File: src/rtl/modal_fifo_pkg.sv
package modal_fifo_pkg;

   typedef enum logic [1:0] {
      MODE_MSG = 2'b00,
      MODE_MON = 2'b01,
      MODE_STR = 2'b10,
      MODE_ALT = 2'b11
   } fifo_mode_e;

endpackage

File: src/rtl/modal_fifo_store.sv
module modal_fifo_store #(
   parameter int unsigned W     = 16,
   parameter int unsigned DEPTH = 8,
   localparam int unsigned IDX_W = $clog2(DEPTH)
) (
   input  logic             clk,
   input  logic             wr_en,
   input  logic [IDX_W-1:0] wr_idx,
   input  logic [W-1:0]     wr_word,
   input  logic [IDX_W-1:0] rd_idx,
   output logic [W-1:0]     rd_word
);

   logic [W-1:0] cells [DEPTH];

   for (genvar i = 0; i < DEPTH; i++) begin : g_cell
      logic [W-1:0] q;
      always_ff @(posedge clk) begin
         if (wr_en && wr_idx == IDX_W'(i)) q <= wr_word;
      end
      assign cells[i] = q;
   end

   assign rd_word = cells[rd_idx];

endmodule

File: src/rtl/modal_fifo_ctrl.sv
module modal_fifo_ctrl
   import modal_fifo_pkg::*;
#(
   parameter int unsigned STORE_DEPTH = 8,
   parameter int unsigned MSG_DEPTH   = 8,
   parameter int unsigned MON_DEPTH   = 7,
   parameter int unsigned STR_DEPTH   = 8,
   localparam int unsigned PTR_W = $clog2(STORE_DEPTH),
   localparam int unsigned CNT_W = $clog2(STORE_DEPTH + 1)
) (
   input  logic             clk,
   input  logic             rst_n,
   input  logic [1:0]       mode,
   input  logic             push,
   input  logic             pop,
   output logic             wr_en,
   output logic [PTR_W-1:0] wr_idx,
   output logic             rd_en,
   output logic             rd_zero,
   output logic [PTR_W-1:0] rd_idx,
   output logic [CNT_W-1:0] count,
   output logic             full,
   output logic             empty,
   output logic             underflow
);

   logic [1:0]       mode_q;
   logic             flush;
   logic [CNT_W-1:0] depth_now;
   logic [PTR_W-1:0] last_idx;
   logic [PTR_W-1:0] wr_nxt, rd_nxt;
   logic             evict;

   always_comb begin
      case (fifo_mode_e'(mode_q))
         MODE_MON: depth_now = CNT_W'(MON_DEPTH);
         MODE_STR: depth_now = CNT_W'(STR_DEPTH);
         default:  depth_now = CNT_W'(MSG_DEPTH);
      endcase
   end

   assign last_idx = PTR_W'(depth_now - 1'b1);
   assign wr_nxt   = (wr_idx == last_idx) ? '0 : wr_idx + 1'b1;
   assign rd_nxt   = (rd_idx == last_idx) ? '0 : rd_idx + 1'b1;

   assign flush   = (mode != mode_q);
   assign full    = (count == depth_now);
   assign empty   = (count == '0);
   assign rd_en   = pop && !empty && !flush;
   assign rd_zero = pop && empty && !flush;
   assign wr_en   = push && !flush &&
                    (!full || rd_en || fifo_mode_e'(mode_q) == MODE_MON);
   assign evict   = wr_en && full && !rd_en;

   always_ff @(posedge clk) begin
      if (!rst_n) begin
         mode_q    <= MODE_MSG;
         wr_idx    <= '0;
         rd_idx    <= '0;
         count     <= '0;
         underflow <= 1'b0;
      end else begin
         mode_q <= mode;
         if (flush) begin
            wr_idx    <= '0;
            rd_idx    <= '0;
            count     <= '0;
            underflow <= 1'b0;
         end else begin
            underflow <= rd_zero;
            if (wr_en) wr_idx <= wr_nxt;
            if (rd_en || evict) rd_idx <= rd_nxt;
            if (wr_en && !evict && !rd_en) count <= count + 1'b1;
            else if (rd_en && !wr_en) count <= count - 1'b1;
         end
      end
   end

endmodule

File: src/rtl/modal_fifo.sv
module modal_fifo
   import modal_fifo_pkg::*;
#(
   parameter int unsigned DATA_W      = 16,
   parameter int unsigned TAG_W       = 4,
   parameter int unsigned STORE_DEPTH = 8,
   parameter int unsigned MSG_DEPTH   = 8,
   parameter int unsigned MON_DEPTH   = 7,
   parameter int unsigned STR_DEPTH   = 8
) (
   input  logic                             clk,
   input  logic                             rst_n,
   input  logic [1:0]                       mode,
   input  logic                             push,
   input  logic [DATA_W-1:0]                wr_data,
   input  logic [TAG_W-1:0]                 wr_tag,
   input  logic                             pop,
   output logic [DATA_W-1:0]                rd_data,
   output logic [$clog2(STORE_DEPTH+1)-1:0] count,
   output logic                             full,
   output logic                             empty,
   output logic                             underflow
);

   localparam int unsigned PTR_W = $clog2(STORE_DEPTH);
   localparam int unsigned RES_W = DATA_W - TAG_W;

   initial begin : p_param_chk
      assert (STORE_DEPTH >= 2)
         else $error("modal_fifo: STORE_DEPTH must be at least 2");
      assert (MSG_DEPTH >= 1 && MSG_DEPTH <= STORE_DEPTH)
         else $error("modal_fifo: MSG_DEPTH out of range");
      assert (MON_DEPTH >= 1 && MON_DEPTH <= STORE_DEPTH)
         else $error("modal_fifo: MON_DEPTH out of range");
      assert (STR_DEPTH >= 1 && STR_DEPTH <= STORE_DEPTH)
         else $error("modal_fifo: STR_DEPTH out of range");
      assert (TAG_W < DATA_W)
         else $error("modal_fifo: TAG_W must be narrower than DATA_W");
   end

   logic              wr_en, rd_en, rd_zero;
   logic [PTR_W-1:0]  wr_idx, rd_idx;
   logic [DATA_W-1:0] entry_in, head_word, mon_word;

   generate
      if (TAG_W > 0) begin : g_tagged
         assign mon_word = {wr_tag, wr_data[RES_W-1:0]};
      end else begin : g_plain
         logic unused_tag;
         assign unused_tag = ^wr_tag;
         assign mon_word   = wr_data;
      end
   endgenerate

   assign entry_in = (fifo_mode_e'(mode) == MODE_MON) ? mon_word : wr_data;

   modal_fifo_ctrl #(
      .STORE_DEPTH (STORE_DEPTH),
      .MSG_DEPTH   (MSG_DEPTH),
      .MON_DEPTH   (MON_DEPTH),
      .STR_DEPTH   (STR_DEPTH)
   ) u_ctrl (
      .clk       (clk),
      .rst_n     (rst_n),
      .mode      (mode),
      .push      (push),
      .pop       (pop),
      .wr_en     (wr_en),
      .wr_idx    (wr_idx),
      .rd_en     (rd_en),
      .rd_zero   (rd_zero),
      .rd_idx    (rd_idx),
      .count     (count),
      .full      (full),
      .empty     (empty),
      .underflow (underflow)
   );

   modal_fifo_store #(
      .W     (DATA_W),
      .DEPTH (STORE_DEPTH)
   ) u_store (
      .clk     (clk),
      .wr_en   (wr_en),
      .wr_idx  (wr_idx),
      .wr_word (entry_in),
      .rd_idx  (rd_idx),
      .rd_word (head_word)
   );

   always_ff @(posedge clk) begin
      if (!rst_n)       rd_data <= '0;
      else if (rd_en)   rd_data <= head_word;
      else if (rd_zero) rd_data <= '0;
   end

endmodule

File: config.mk
export PLATFORM = sky130hd
export DESIGN_NAME = modal_fifo
export DESIGN_NICKNAME = d
export VERILOG_FILES = /design/src/rtl/modal_fifo_pkg.sv /design/src/rtl/modal_fifo_store.sv /design/src/rtl/modal_fifo_ctrl.sv /design/src/rtl/modal_fifo.sv
export SDC_FILE = /design/constraint.sdc
export NUM_CORES = 1
export LEC_CHECK = 0
export BUFFER_PORTS_ARGS = -buffer_cell sky130_fd_sc_hd__buf_4
export CELL_PAD_IN_SITES_DETAIL_PLACEMENT = 0
export CELL_PAD_IN_SITES_GLOBAL_PLACEMENT = 1
export CORE_UTILIZATION = 46
export CTS_CLUSTER_DIAMETER = 40
export DETAILED_ROUTE_END_ITERATION = 10
export GPL_ROUTABILITY_DRIVEN = 0
export HOLD_SLACK_MARGIN = 0.08
export PLACE_DENSITY_LB_ADDON = 0.12
export SLEW_MARGIN = 20
export SYNTH_ARGS = -nofsm -noshare
export SYNTH_HDL_FRONTEND = slang
export SYNTH_HIERARCHICAL = 1
export SYNTH_SLANG_ARGS = --single-unit
File: constraint.sdc
create_clock -name clk -period 2.8 [get_ports clk]
set_clock_uncertainty 0.1 [all_clocks]
set_input_delay 0.28 -clock clk [delete_from_list [all_inputs] [get_ports clk]]
set_output_delay 0.28 -clock clk [all_outputs]
set_load 0.01 [all_outputs]
== Yosys cells after proc, flatten, opt, wreduce, memory -nomap -nowiden ==
Cells that the tools add are included.

* Logic and storage cells: 79
* Bits in registers: 157

* Add/sub/neg operators: 5
* Multiplexer cells: 11
* Equal/unequal tests: 13
* Magnitude comparators: 1
* Bitwise logic cells: 2
* Reduce and logical (&&, ||, !) cells: 33

{| class="wikitable"
|+ Operator list
! operator !! count
|-
| 2-to-1 mux 16 bit || 5
|-
| binary-select mux 16 bit (select 3 bit) || 1
|-
| logical AND 1 bit || 19
|-
| equality test 3 bit (second input constant) || 4
|-
| 2-to-1 mux 4 bit || 3
|-
| adder 3 x 1 -> 3 bit (second input constant) || 2
|-
| equality test 3 x 2 -> 1 bit (second input constant) || 2
|-
| equality test 3 bit || 2
|-
| logical NOT 1 bit || 6
|-
| 2-to-1 mux 3 bit || 2
|-
| adder 4 x 1 -> 4 bit (second input constant) || 1
|-
| equality test 2 x 1 -> 1 bit (second input constant) || 2
|-
| equality test 4 bit || 1
|-
| greater-or-equal comparator 4 bit (second input constant) || 1
|-
| logical NOT 4 bit || 1
|-
| inverter 3 -> 4 bit || 1
|-
| nonzero test 2 bit || 2
|-
| subtractor 4 x 1 -> 4 bit (second input constant) || 1
|-
| equality test 3 x 1 -> 1 bit (second input constant) || 1
|-
| logical NOT 3 bit || 1
|-
| logical OR 1 bit || 3
|-
| subtractor 3 x 1 -> 3 bit (second input constant) || 1
|-
| != test 2 bit || 1
|-
| OR reduction 2 bit || 1
|-
| inverter 1 bit || 1
|}

== Depth between registers and ports, before layout ==
Gate-level depths: netlist of run 1.

* Depth after elaboration: 13
* Depth in mapped cells: 10
* Depth with buffers taken out: 10

== Hierarchy ==
The synthesis of run 1 kept the hierarchy.

{| class="wikitable"
|+ Modules (own cells, without submodules)
! module !! area an instance (µm²) !! cells an instance !! seq. area each (µm²) !! times used
|-
| modal_fifo_store || 4973.5 || 198 || 3843.7 || 1
|-
| modal_fifo_ctrl || 798.3 || 83 || 260.2 || 1
|-
| modal_fifo || 714.4 || 76 || 320.3 || 1
|}

== Worst setup path before layout of run 1 ==
Ideal clock, no wire load.

* Path type: reg2reg
* From: reg u_ctrl.mode_q[0]
* To: reg u_ctrl.count[3]
* Slack: -0.100 ns
* Data arrival time: 2.685 ns
* Setup time: 0.115 ns
* Period minus slack after synthesis: 2.900 ns
* Cell stages (with the launch flop): 10
* Cells stage by stage: dfxtp_1 > nor2b_1 > mux2_4 > or3_2 > ha_1 > a21o_1 > a2111o_1 > o31ai_4 > xnor2_1 > nor2_1

* Longest elaborated chain between the ends: 13

{| class="wikitable"
|+ RTL lines
! item !! line !! RTL
|-
| from (decl) || modal_fifo_ctrl.sv:27 || <nowiki>logic [1:0] mode_q;</nowiki>
|-
| from (signal assigned) || modal_fifo_ctrl.sv:63 || <nowiki>mode_q <= mode;</nowiki>
|-
| equality test 2 x 1 -> 1 bit (*) || modal_fifo_ctrl.sv:35 || <nowiki>case (fifo_mode_e'(mode_q))</nowiki>
|-
| 2-to-1 mux 4 bit (*) || modal_fifo_ctrl.sv:35 ||
|-
| equality test 4 bit (*) || modal_fifo_ctrl.sv:47 || <nowiki>assign full = (count == depth_now);</nowiki>
|-
| named net full || modal_fifo.sv:20 || <nowiki>output logic full,</nowiki>
|-
| logical NOT 1 bit || modal_fifo_ctrl.sv:52 || <nowiki>(!full || rd_en || fifo_mode_e'(mode_q) == MODE_MON);</nowiki>
|-
| logical OR 1 bit (2 in series) || modal_fifo_ctrl.sv:52 ||
|-
| logical AND 1 bit || modal_fifo_ctrl.sv:51 || <nowiki>assign wr_en = push && !flush &&</nowiki>
|-
| logical AND 1 bit (2 in series) || modal_fifo_ctrl.sv:53 || <nowiki>assign evict = wr_en && full && !rd_en;</nowiki>
|-
| logical NOT 1 bit || modal_fifo_ctrl.sv:73 || <nowiki>if (wr_en && !evict && !rd_en) count <= count + 1'b1;</nowiki>
|-
| logical AND 1 bit (2 in series) || modal_fifo_ctrl.sv:73 ||
|-
| 2-to-1 mux 4 bit or nonzero test 2 bit (tied branches) || n/a ||
|-
| to (signal assigned) || modal_fifo_ctrl.sv:73 ||
|-
| to (signal assigned) || modal_fifo_ctrl.sv:74 || <nowiki>else if (rd_en && !wr_en) count <= count - 1'b1;</nowiki>
|-
| to (decl) || modal_fifo_ctrl.sv:21 || <nowiki>output logic [CNT_W-1:0] count,</nowiki>
|}

The timed path passes the listed nets; every way through them passes the cells marked *.
A chain may end at the register's enable or synchronous reset.

== Worst setup path after layout of run 1 ==
* From: reg u_ctrl.count[3]
* To: reg u_ctrl.count[3]

* Longest elaborated chain between the ends: 13

{| class="wikitable"
|+ RTL lines
! item !! line !! RTL
|-
| logical NOT 4 bit || modal_fifo_ctrl.sv:48 || <nowiki>assign empty = (count == '0);</nowiki>
|-
| logical NOT 1 bit || modal_fifo_ctrl.sv:49 || <nowiki>assign rd_en = pop && !empty && !flush;</nowiki>
|-
| logical AND 1 bit (2 in series) || modal_fifo_ctrl.sv:49 ||
|-
| logical OR 1 bit (2 in series) || modal_fifo_ctrl.sv:52 ||
|-
| logical AND 1 bit || modal_fifo_ctrl.sv:51 ||
|-
| logical AND 1 bit (2 in series) || modal_fifo_ctrl.sv:53 ||
|-
| logical NOT 1 bit || modal_fifo_ctrl.sv:73 ||
|-
| logical AND 1 bit (2 in series) || modal_fifo_ctrl.sv:73 ||
|-
| 2-to-1 mux 4 bit or nonzero test 2 bit (tied branches) || n/a ||
|}

Parallel ways exist; a longest one is shown, timed or not. The select of a mux whose other input is x is not followed.

==> results of run 1 <==
==> final timing paths <==
path                            cells after the start             from         endpoint
worst max-delay path                                9  u_ctrl/count[3]  u_ctrl/count[3]
worst min-delay path                                3            rst_n       rd_data[9]
worst max register to register                      9  u_ctrl/count[3]  u_ctrl/count[3]
worst min register to register                      2       rd_data[5]       rd_data[5]
==> cells in the final DEF (no fill, tap or decap), drive strengths merged, types with 2 or more instances in the layout <==
cell type	synthesis	final
nand3	19	19
nand2b	21	21
buf	14	74
mux2	21	21
ha	4	4
a21oi	7	7
clkbuf	2	17
inv	1	10
o21ai	19	19
nand2	10	10
edfxtp	128	128
nor3	3	3
xnor2	3	3
mux4	32	32
clkinvlp	0	3
xor2	3	3
and2	3	3
o211a	2	2
clkinv	0	3
mux2i	3	3
nor2b	2	2
nor2	16	16
dlygate4sd3	0	15
dfxtp	29	29
==> worst min-delay path: cells and delay by family <==
| kind | cells | cell delay [ns] |
|---|---|---|
| AOI/OAI and AO/OA | 1 | 0.05 |
| buffers and inverters | 1 | 0.18 |
| and+or+nand+nor | 1 | 0.10 |
==> logic make-up after synthesis <==
group | synth area share (%)
DFF | 68.2
muxes | 16.9
adders and majority gates | 1.08
and+or+nand+nor | 6.94
buffers and inverters | 2.06
xor gates and xnor gates | 0.810
AOI/OAI and AO/OA | 3.99
==> flip-flops by register name, summed over array words and instances, names as in the netlist <==
| name | flops |
|---|---|
| u_ctrl/mode_q | 2 |
| u_store/g_cell.q | 128 |
| u_ctrl/count | 4 |
| rd_data | 16 |
| u_ctrl/underflow | 1 |
| u_ctrl/wr_idx | 3 |
| u_ctrl/rd_idx | 3 |
==> area by class of cell <==
cell class,instances,area (um^2),share of cell area (%)
Timing Repair Buffer,89,706,8.96
Inverter,1,3.75,0.0477
Multi-Input combinational cell,183,1960,24.9
Clock buffer,17,425,5.40
Sequential cell,157,4430,56.2
Clock inverter,15,125,1.59
Tap cell,180,225,2.86
==> where the power goes <==
part           switching (W)  total (W)  internal [W]
combinational       0.000133   0.000265      0.000132
clock               0.000985    0.00215       0.00116
sequential         0.0000124    0.00256       0.00255
total                0.00113    0.00497       0.00384
==> routing by layer <==
| layer | global-route usage (%) | routed length [um] | vias to the layer above |
|---|---|---|---|
| li1 | - | - | 1620 |
| met1 | 24.5 | 5710 | 1717 |
| met2 | 29.1 | 5820 | 68 |
| met3 | 4.29 | 455 | 10 |
| met4 | 7.41 | 110 | 0 |
| met5 | 0 | 0 | - |
==> timing repair <==
| action | CTS | global route |
|---|---|---|
| hold buffers | 15 | 0 |
| buffers inserted | 0 | 1 |
| setup endpoints to repair | 0 | 1 |
| resized for setup | 0 | 2 |
| hold endpoints to repair | 99 | 0 |
==> metrics by stage <==
stage / area (um^2) / setup slack, ns / cells / util (%)
4_1_cts: 7850 / 0.0242 / 641 / 56.8
3_5_place_dp: 7150 / 0.0373 / 594 / 51.7
5_1_grt: 7880 / 0.0936 / 642 / 57.0
2_1_floorplan: 6500 / 0.0268 / 357 / -
6_report: 7880 / 0.182 / 642 / 57.0
3_3_place_gp: 7150 / 0.0537 / 594 / 51.7
==> results.md, run 1 <==
- Cells after synthesis: between 300 and 400
- Required time worst endpoint: approximately 3.0 ns
- Total negative slack: 0 ns
- Total Routing Usage GR: a little under a fifth
- DIE AREA: approximately 0.015 mm^2
- Number of buffers and inverters on the critical path: 0
- Actual slew at the worst max-slew pin: 0.463 ns
- Crit path max fanout: 6
- Fin. max-slew vios: 0
- Rows: 43
- Syn Std Cell Area: ~0.0065 mm^2
- First-pass DRT Iterations: 5
- Flop2flop setup slack: 0.18 ns
- Top-count cell post-synth: edfxtp_1
- Hold Violations, Final: 0
- Post-DRT Antenna Nets: 0
- Share of layout cells above drive strength 1: about 32%
- DR iter-0 viols: roughly 200
- Unrepaired setup endpoints after global routing: false
- Setup crit end kind: register
- Initial Util: 46.9%
- Maximum VDD drop: 0.392 mV
- Post-synth top area cell: edfxtp_1
- Worst path slowest cell: dfxtp_2
- Hold WS: 0.156 ns
- Synth cell types: 46
- WL/cell: 18.8 um
- Top post-synthesis cells by area: edfxtp_1, mux4_1, dfxtp_1
- First-pass GRT wire length: about 19000 um
- Final HPWL DP: approximately 7400 um
- Crit path time final: between 2 and 3 ns
- Cell Pwr Density: roughly 630 mW/mm^2
- Status: finished clean
- Syn. warnings: 6
- CP arrival: ~2.8 ns
- # setup viols final: 0
- Syn nets: between 300 and 400
- Register clock-pin slew on the reported worst setup and hold paths: about 0.07 ns
- Worst-Skew Late Latency: between 0.4 and 0.5 ns
- CP startpoint kind: register
- Final Net Count: between 400 and 500
- Number of flops mapped to enable cells by yosys: approximately 130
- Final Power: 0.00497 W
- Crit-path leading delay family: simple AND/OR/NAND/NOR gates
- Post-synth top cells: edfxtp_1, dfxtp_1, mux4_1, mux2_2, nand2b_1
- Die Y: 121 um
- Clock buffer depth: 2
- Vias post-DR: between 3k and 4k
- Core ar.: 0.0138 mm^2
- Via density: between 5 and 6
- CTS sink cnt: 157
- I/O Buffers: 48
- Leak pwr: around 2.7 nW
- I/O Pins: ~50
- # diodes: 0
- Area growth syn-to-layout: 21.4%
- Final period util: around 94%
- Max_cap viols: 0
- Final wirelength: about 12000 um
- Worst hold path class: primary input to register
- Rel. slew slack: 69.1%
- Sequential fraction of the synthesis area: 68.2%
- WS Path Type: register to register
- Peak Freq: between 300 and 400 MHz
- Avg Inst Size Synth: ~18 um^2
- CTS root buf: clkbuf_16
- Slowest stage delay, CP: slightly above 0.4 ns
- Largest net degree at the start of global routing: 37
- Htree depth: 4
- Detailed-route DRC error count: 0
- CTS tree: done
- Initial antenna violation count: 0
- Die Wd: 121 um
- Remaining Overflow, GRT: 0
- TritonCTS buffer count: 17
- Layout fillers: between 1k and 1.5k
- Async SR Flop Fraction: 0%
- Top_reg_cell synth: edfxtp_1
- Top cell type's share of synthesized area: 59.3%
- Synthesized flop and latch total: 157
- Crit-path cells: and4b_1, mux2_4, or3_4, ha_1, a21o_1, a2111o_1, o31ai_4, xnor2_1, nor2_1
- Vias in the first global route: roughly 3.4k
Note: power is estimated with default switching activity, not from simulation.
==> run 2, diff against run 1 <==
Settings changed: ABC_AREA from default to 1, CORE_UTILIZATION 46 to 42, SKIP_LAST_GASP from default to 1.
==> run 2 against run 1 <==
Net effect: worst hold slack better by 0.027 ns; synthesized cell count is 120% higher; die area is 22% higher; clock-buffer cell count is 5 higher; clock power is 4% higher; sequential cell count stayed put; fmax is 13% higher; largest cell class unchanged; critical path depth is 7 higher.
==> results.md, run 2 <==
- Status: finished clean
- Final period util: 82.7% (-11 points)
- Hold Violations, Final: 0 (unchanged)
- Crit path max fanout: 6 (unchanged)
- Cells after synthesis: 790 (+120%)
- Vias in the first global route: 4964 (+45%)
- Crit-path leading delay family: simple AND/OR/NAND/NOR gates
- Syn. warnings: 6 (unchanged)
- DR iter-0 viols: 260 (+31%)
- Post-synthesis xor/xnor area fraction: 0.362% (-0.45 points)
- WL met1: 7100 um (+24%)
- I/O Buffers: 48 (unchanged)
- Post-synth top area cell: edfxtp_1
- Worst hold path class: primary input to register
- CTS sink cnt: 157 (unchanged)
- Sequential fraction of the synthesis area: 60.9% (-7.3 points)
- DR top layer: met4
- # setup viols final: 0 (unchanged)
- Top post-synthesis cells by area: edfxtp_1, nand2_1, inv_1
- Mux cell area share after synthesis: 0% (-17 points)
- Final Net Count: 892 (+86%)
- Hold Path Cell Cnt: 6 (+3)
- Met3 WL: 457 um (+0.44%)
- Rel. slew slack: 49.2% (-20 points)
- Die Wd: 133 um (+11%)
- CTS tree: done
- Via density: 4.60 (-14%)
- Fin. max-slew vios: 0 (unchanged)
- Top-count cell post-synth: nand2_1
- Leak pwr: 3.88 nW (+43%)
- Final HPWL DP: 9600 um (+29%)
- Slowest stage delay, CP: 0.53 ns (+0.12 ns)
- Number of buffers and inverters on the critical path: 4 (+4)
- Met2 routed WL: 7960 um (+37%)
- Area growth syn-to-layout: 17.9%
- Commonest non-fill, non-tap cell in the layout: nand2_1
- Top cell type's share of synthesized area: 52.9% (-6.3 points)
- Final Power: 0.00500 W (+0.61%)
- Vias post-DR: 5032 (+47%)
- Worst path depth: 16 (+7)
- Total Routing Usage GR: 19.5% (+1.1 points)
- Max_cap viols: 0 (unchanged)
- Synthesized flop and latch total: 157 (unchanged)
- Htree depth: 4 (unchanged)
- Most flops, register: u_store/g_cell.q
- Crit path time final: 2.32 ns (-0.301 ns)
- Largest regs: u_store/g_cell.q (128), rd_data (16), u_ctrl/count (4)
- WS Path Type: primary input to register
- Layout fillers: 1603 (+48%)
- Largest family of logic cells by synthesized area: simple AND/OR/NAND/NOR gates
- Reg2reg path depth: 12 (+3)
- CP arrival: 2.53 ns (-0.28 ns)
- TritonCTS buffer count: 17 (unchanged)
- Clock buffer depth: 2 (unchanged)
- # diodes: 0 (unchanged)
- Core ar.: 0.0167 mm^2 (+21%)
- Die Y: 133 um (+11%)
- Register clock-pin slew on the reported worst setup and hold paths: 0.06 ns (about the same)
- Total negative slack: 0 ns (unchanged)
- Actual slew at the worst max-slew pin: 0.756 ns (+0.292 ns)
- Avg Inst Size Synth: 9.19 um^2 (-49%)
- I/O Pins: 49 (unchanged)
- Most frequent cells in the layout: nand2_1, inv_1, edfxtp_1, nand3_1, buf_4
- Dpl cells: 1045 (+76%)
- Worst-Skew Late Latency: 0.42 ns (about the same)
- First-pass DRT Iterations: 4 (-1)
- DIE AREA: 0.0178 mm^2 (+22%)
- Number of flops mapped to enable cells by yosys: 128 (unchanged)
- WL/cell: 14.3 um (-24%)
- Max reg flops: 128 (unchanged)
- Post-synth top cells: nand2_1, inv_1, edfxtp_1, nand3_1, dfxtp_1
- Share of layout cells above drive strength 1: 14.6% (-18 points)
- Crit-path cells: dlygate4sd3_1, buf_4, inv_1, nand2_1, nand2_2, nor2_4, nand3_2, nor2_4, inv_2, ha_1, a21oi_1, nor2_1, nor2_1, nand2_2, a21oi_1, nor2_1
- Async SR Flop Fraction: 0% (unchanged)
- Required time worst endpoint: 3.01 ns (about the same)
- First-pass GRT wire length: 25900 um (+36%)
- Detailed-route DRC error count: 0 (unchanged)
- Peak Freq: 432 MHz (+13%)
- CP startpoint kind: primary input
- Syn Std Cell Area: 0.00726 mm^2 (+12%)
- Maximum VDD drop: 0.424 mV (+8.2%)
- Final wirelength: 15700 um (+30%)
- Post-CTS resize count: 0 (unchanged)
- Worst path slowest cell: dlygate4sd3_1
- Top_reg_cell synth: edfxtp_1
- Remaining Overflow, GRT: 0 (unchanged)
- Initial antenna violation count: 0 (unchanged)
- Unrepaired setup endpoints after global routing: false
- Post-DRT Antenna Nets: 0 (unchanged)
- Most used cell, CP: nor2_1
- Initial Util: 43.5% (-3.4 points)
- Post-Synth Adder-Cell Area: 0.965% (-0.12 points)
- Syn nets: 821 (+110%)
- Largest net degree at the start of global routing: 68 (+84%)
- Synth Area in Compound Gates: 2.29% (-1.7 points)
- Rows: 47 (+9.3%)
- CTS root buf: clkbuf_16
- Setup crit end kind: register
- Synth cell types: 28 (-39%)
- Cell Pwr Density: 584 mW/mm^2 (-7.4%)
- Simple-gate portion of the synthesized area: 24.2% (+17 points)
- Non-Filler Instances: 1094 (+70%)
-- run 2: cell count changes in the layout (fill, tap and decap cells not counted), moves of 5 or more --
cell / before / now
nand3_1: 19 / 74
nand2b_1: 20 / 0
a21oi_1: 7 / 24
buf_4: 74 / 61
mux2_2: 20 / 0
nand2_2: 0 / 11
inv_2: 0 / 8
inv_1: 1 / 155
nand2_1: 9 / 279
inv_6: 7 / 1
o21ai_1: 10 / 0
mux4_1: 28 / 0
nor2_2: 0 / 5
-- run 2: power breakdown --
part	total, W	leakage [nW]	switching, W	internal, W
sequential	0.00255	1.39	0.00000794	0.00255
clock	0.00223	0.272	0.000872	0.00136
combinational	0.000221	2.22	0.000137	0.0000841
-- run 2: repair_timing --
action	4_1_cts	5_1_grt
setup endpoints to repair	0	0
hold buffers	17	0
buffers inserted	0	0
endpoints found under the hold margin	99	0
-- run 2: stage by stage --
step                area, um^2  utilization [%]  hold WS (ns)  setup slack, ns
global placement          7810             46.8         0.350            0.562
detailed placement        7810             46.8         0.356            0.510
finish                    8560             51.2         0.183            0.483
CTS                       8560             51.2         0.162            0.499
floorplan                 7260                -         0.273            0.369
global route              8560             51.2         0.202            0.271
-- run 2: layout make-up --
| cell class | count | area [um^2] | share of cell area (%) |
|---|---|---|---|
| Sequential cell | 157 | 4430 | 51.7 |
| Multi-Input combinational cell | 443 | 2020 | 23.6 |
| Timing Repair Buffer | 79 | 648 | 7.57 |
| Inverter | 163 | 612 | 7.15 |
| Clock buffer | 22 | 464 | 5.42 |
| Tap cell | 220 | 275 | 3.22 |
| Clock inverter | 10 | 113 | 1.32 |
-- run 2: final timing paths --
check,end,slack (ns),startpoint
worst max-delay path,u_ctrl/count[3],0.48,mode[1]
worst min-delay path,u_ctrl/count[3],0.18,push
worst max register to register,u_ctrl/count[3],0.50,u_ctrl/count[0]
worst min register to register,rd_data[13],0.36,rd_data[13]
-- run 2: cells by family (layout without fill, tap and decap cells) --
group	after synthesis	after routing
and+or+nand+nor	404	404
buffers and inverters	190	274
DFF	157	157
AOI/OAI and AO/OA	31	31
adders and majority gates	5	5
xor gates and xnor gates	3	3
-- run 2: routing by layer --
| layer | vias to the layer above | GRT usage, % |
|---|---|---|
| met3 | 14 | 3.88 |
| met1 | 2335 | 24.3 |
| met2 | 84 | 34.0 |
| met4 | 0 | 6.06 |
| li1 | 2599 | - |
| met5 | - | 0 |
-- run 2: worst reg2reg max path: cells and delay by family, from the launching register on --
kind	cells	cell delay, ns
DFF	1	0.46
and+or+nand+nor	6	0.59
AOI/OAI and AO/OA	3	0.56
buffers and inverters	2	0.19
adders and majority gates	1	0.28
==> run 3, diff against run 2 <==
Clock period 2.8 ns to 1.95 ns, I/O delays scaled along.
==> run 3 against run 2 <==
Net effect: the flow now finishes with violations (setup timing); sequential cell count unchanged; die area unchanged; via count up 2.7%; critical path depth down 4; non-clock buffer count up 26; largest cell class unchanged.
==> results.md, run 3 (synthesis gave the netlist of run 2 again) <==
- Final Net Count: 918 (+2.9%)
- Status: finished with violations
- Crit path time final: 2.03 ns
- Commonest non-fill, non-tap cell in the layout: nand2_1
- Failing checks: setup timing
- Initial Util: 43.5% (unchanged)
- Final wirelength: 16700 um (+6.3%)
- # setup viols final: 17 (+17)
- I/O Buffers: 48 (unchanged)
- Worst hold path class: primary input to register
- Most flops, register: u_store/g_cell.q
- Unrepaired setup endpoints after global routing: true
- Final HPWL DP: 11000 um (+15%)
- Worst r2r src: u_ctrl/mode_q[0]
- WS Path Type: register to register
- First-pass DRT Iterations: 5 (+1)
- Hold WS: 0.237 ns (+0.0535 ns)
- Max_cap viols: 0 (unchanged)
- Vias in the first global route: 4921 (-0.87%)
- Share of layout cells above drive strength 1: 20.2% (+5.6 points)
- TritonCTS buffer count: 17 (unchanged)
- Via density: 4.61 (+0.32%)
- R2r endpoint: u_ctrl/count[2]
- CTS root buf: clkbuf_16
- Maximum VDD drop: 0.632 mV (+49%)
- Fin. max-slew vios: 0 (unchanged)
- Largest net degree at the start of global routing: 36 (-47%)
- Register clock-pin slew on the reported worst setup and hold paths: 0.06 ns (about the same)
- DR iter-0 viols: 334 (+28%)
- Hold EP: u_store/g_cell[0].q[13]
- CTS tree: done
- CP startpoint kind: register
- Hold Path Cell Cnt: 3 (-3)
- Htree depth: 4 (unchanged)
- CTS sink cnt: 157 (unchanged)
- # diodes: 0 (unchanged)
- Rel. slew slack: 57.6% (+8.4 points)
- Most frequent cells in the layout: nand2_1, inv_1, edfxtp_1, nand3_1, buf_4
- I/O Pins: 49 (unchanged)
- Rows: 47 (unchanged)
- CP arrival: 2.27 ns (-0.26 ns)
- Setup crit end kind: register
- Leak pwr: 4.06 nW (+4.7%)
- Core ar.: 0.0167 mm^2 (unchanged)
- Vias post-DR: 5168 (+2.7%)
- Die Wd: 133 um (unchanged)
- DIE AREA: 0.0178 mm^2 (unchanged)
- Post-DRT Antenna Nets: 0 (unchanged)
- Die Y: 133 um (unchanged)
- Worst-Skew Late Latency: 0.42 ns (about the same)
- Peak Freq: between 400 and 500 MHz
- Largest regs: u_store/g_cell.q (128), rd_data (16), u_ctrl/count (4)
- Area growth syn-to-layout: 24.3%
- Final period util: 104%
- Required time worst endpoint: 2.19 ns (-0.82 ns)
- WL/cell: 14.9 um (+3.8%)
- Dpl ws: -0.158 ns (-0.668 ns)
- Reg2reg path depth: 12 (unchanged)
- Worst Hold Launch: wr_data[13]
- Hold Violations, Final: 0 (unchanged)
- Flop2flop setup slack: -0.08 ns (-0.58 ns)
- Cell Pwr Density: 780 mW/mm^2 (+33%)
- First-pass GRT wire length: 26700 um (+3.1%)
- Total Routing Usage GR: 20.2% (+0.69 points)
- Max reg flops: 128 (unchanged)
- Fin worst setup slack: -0.0804 ns (-0.564 ns)
- Detailed-route DRC error count: 0 (unchanged)
- Layout fillers: 1513 (-5.6%)
- Crit path max fanout: 4 (-2)
- Clock buffer depth: 2 (unchanged)
- Remaining Overflow, GRT: 0 (unchanged)
- Initial antenna violation count: 0 (unchanged)
- Actual slew at the worst max-slew pin: 0.635 ns (-0.121 ns)
[run 3: critical path, cell delays in order, from the launching register on]
cell and delay (ns):
dfxtp_2 0.35, inv_2 0.06, nor2_4 0.14, nand2_1 0.08, nand2_2 0.11, nor2_8 0.05, nor2_4 0.12, inv_4 0.07
buf_6 0.12, fa_2 0.32, xor2_1 0.18, o21ai_1 0.11, a21oi_1 0.16
[run 3: worst max path at each step]
stage	from	slack, ns	to
after floorplan	u_ctrl/mode_q[0]	-0.03	u_store/g_cell[4].q[0]
after detailed placement	u_ctrl/mode_q[0]	-0.16	u_ctrl/count[2]
after global placement	u_ctrl/mode_q[0]	-0.06	u_ctrl/count[3]
final	u_ctrl/mode_q[0]	-0.08	u_ctrl/count[2]
after CTS	u_ctrl/mode_q[0]	-0.09	u_ctrl/count[2]
after global routing	u_ctrl/mode_q[0]	-0.23	u_ctrl/count[2]
[run 3: per-stage QoR]
stage | setup TNS, ns | utilization (%) | area (um^2) | power (W) | instances
floorplan | -3.55 | - | 7390 | 0.00392 | 790
global placement | -0.0828 | 49.3 | 8230 | 0.00409 | 1067
detailed placement | -0.699 | 49.3 | 8230 | 0.00410 | 1067
CTS | -0.111 | 53.7 | 8960 | 0.00711 | 1117
global route | -7.49 | 54.0 | 9030 | 0.00731 | 1120
finish | -1.11 | 54.0 | 9030 | 0.00704 | 1120
[run 3: layer usage]
layer | track usage, % | share of wire (%) | vias up
met5 | 0 | 0 | -
met4 | 5.62 | 0.92 | 0
met3 | 3.88 | 3.5 | 10
met2 | 31.3 | 47 | 91
met1 | 28.9 | 49 | 2413
li1 | - | - | 2654
[run 3: what timing repair did]
item / in CTS / in global routing
hold buffers: 18 / 0
hold endpoints to repair: 102 / 0
pin swaps: 4 / 8
gates resized for setup: 7 / 8
buffers inserted: 0 / 2
setup endpoints to repair: 72 / 106
gates cloned: 0 / 1
[run 3: where the power goes]
group          internal (W)  switching (W)  leakage (nW)  total (W)
logic              0.000165       0.000234          2.42   0.000399
clock network       0.00169        0.00128         0.252    0.00298
registers           0.00365      0.0000116          1.39    0.00366
[run 3: area by class of cell]
type | instances | area [um^2] | area share, %
well taps | 220 | 275 | 3.05
inverters | 163 | 614 | 6.81
multi-input cells | 443 | 2170 | 24.1
repair buffers | 105 | 992 | 11.0
flip-flops and latches | 157 | 4440 | 49.2
clock buffers | 22 | 464 | 5.14
clock inverters | 10 | 66.3 | 0.735
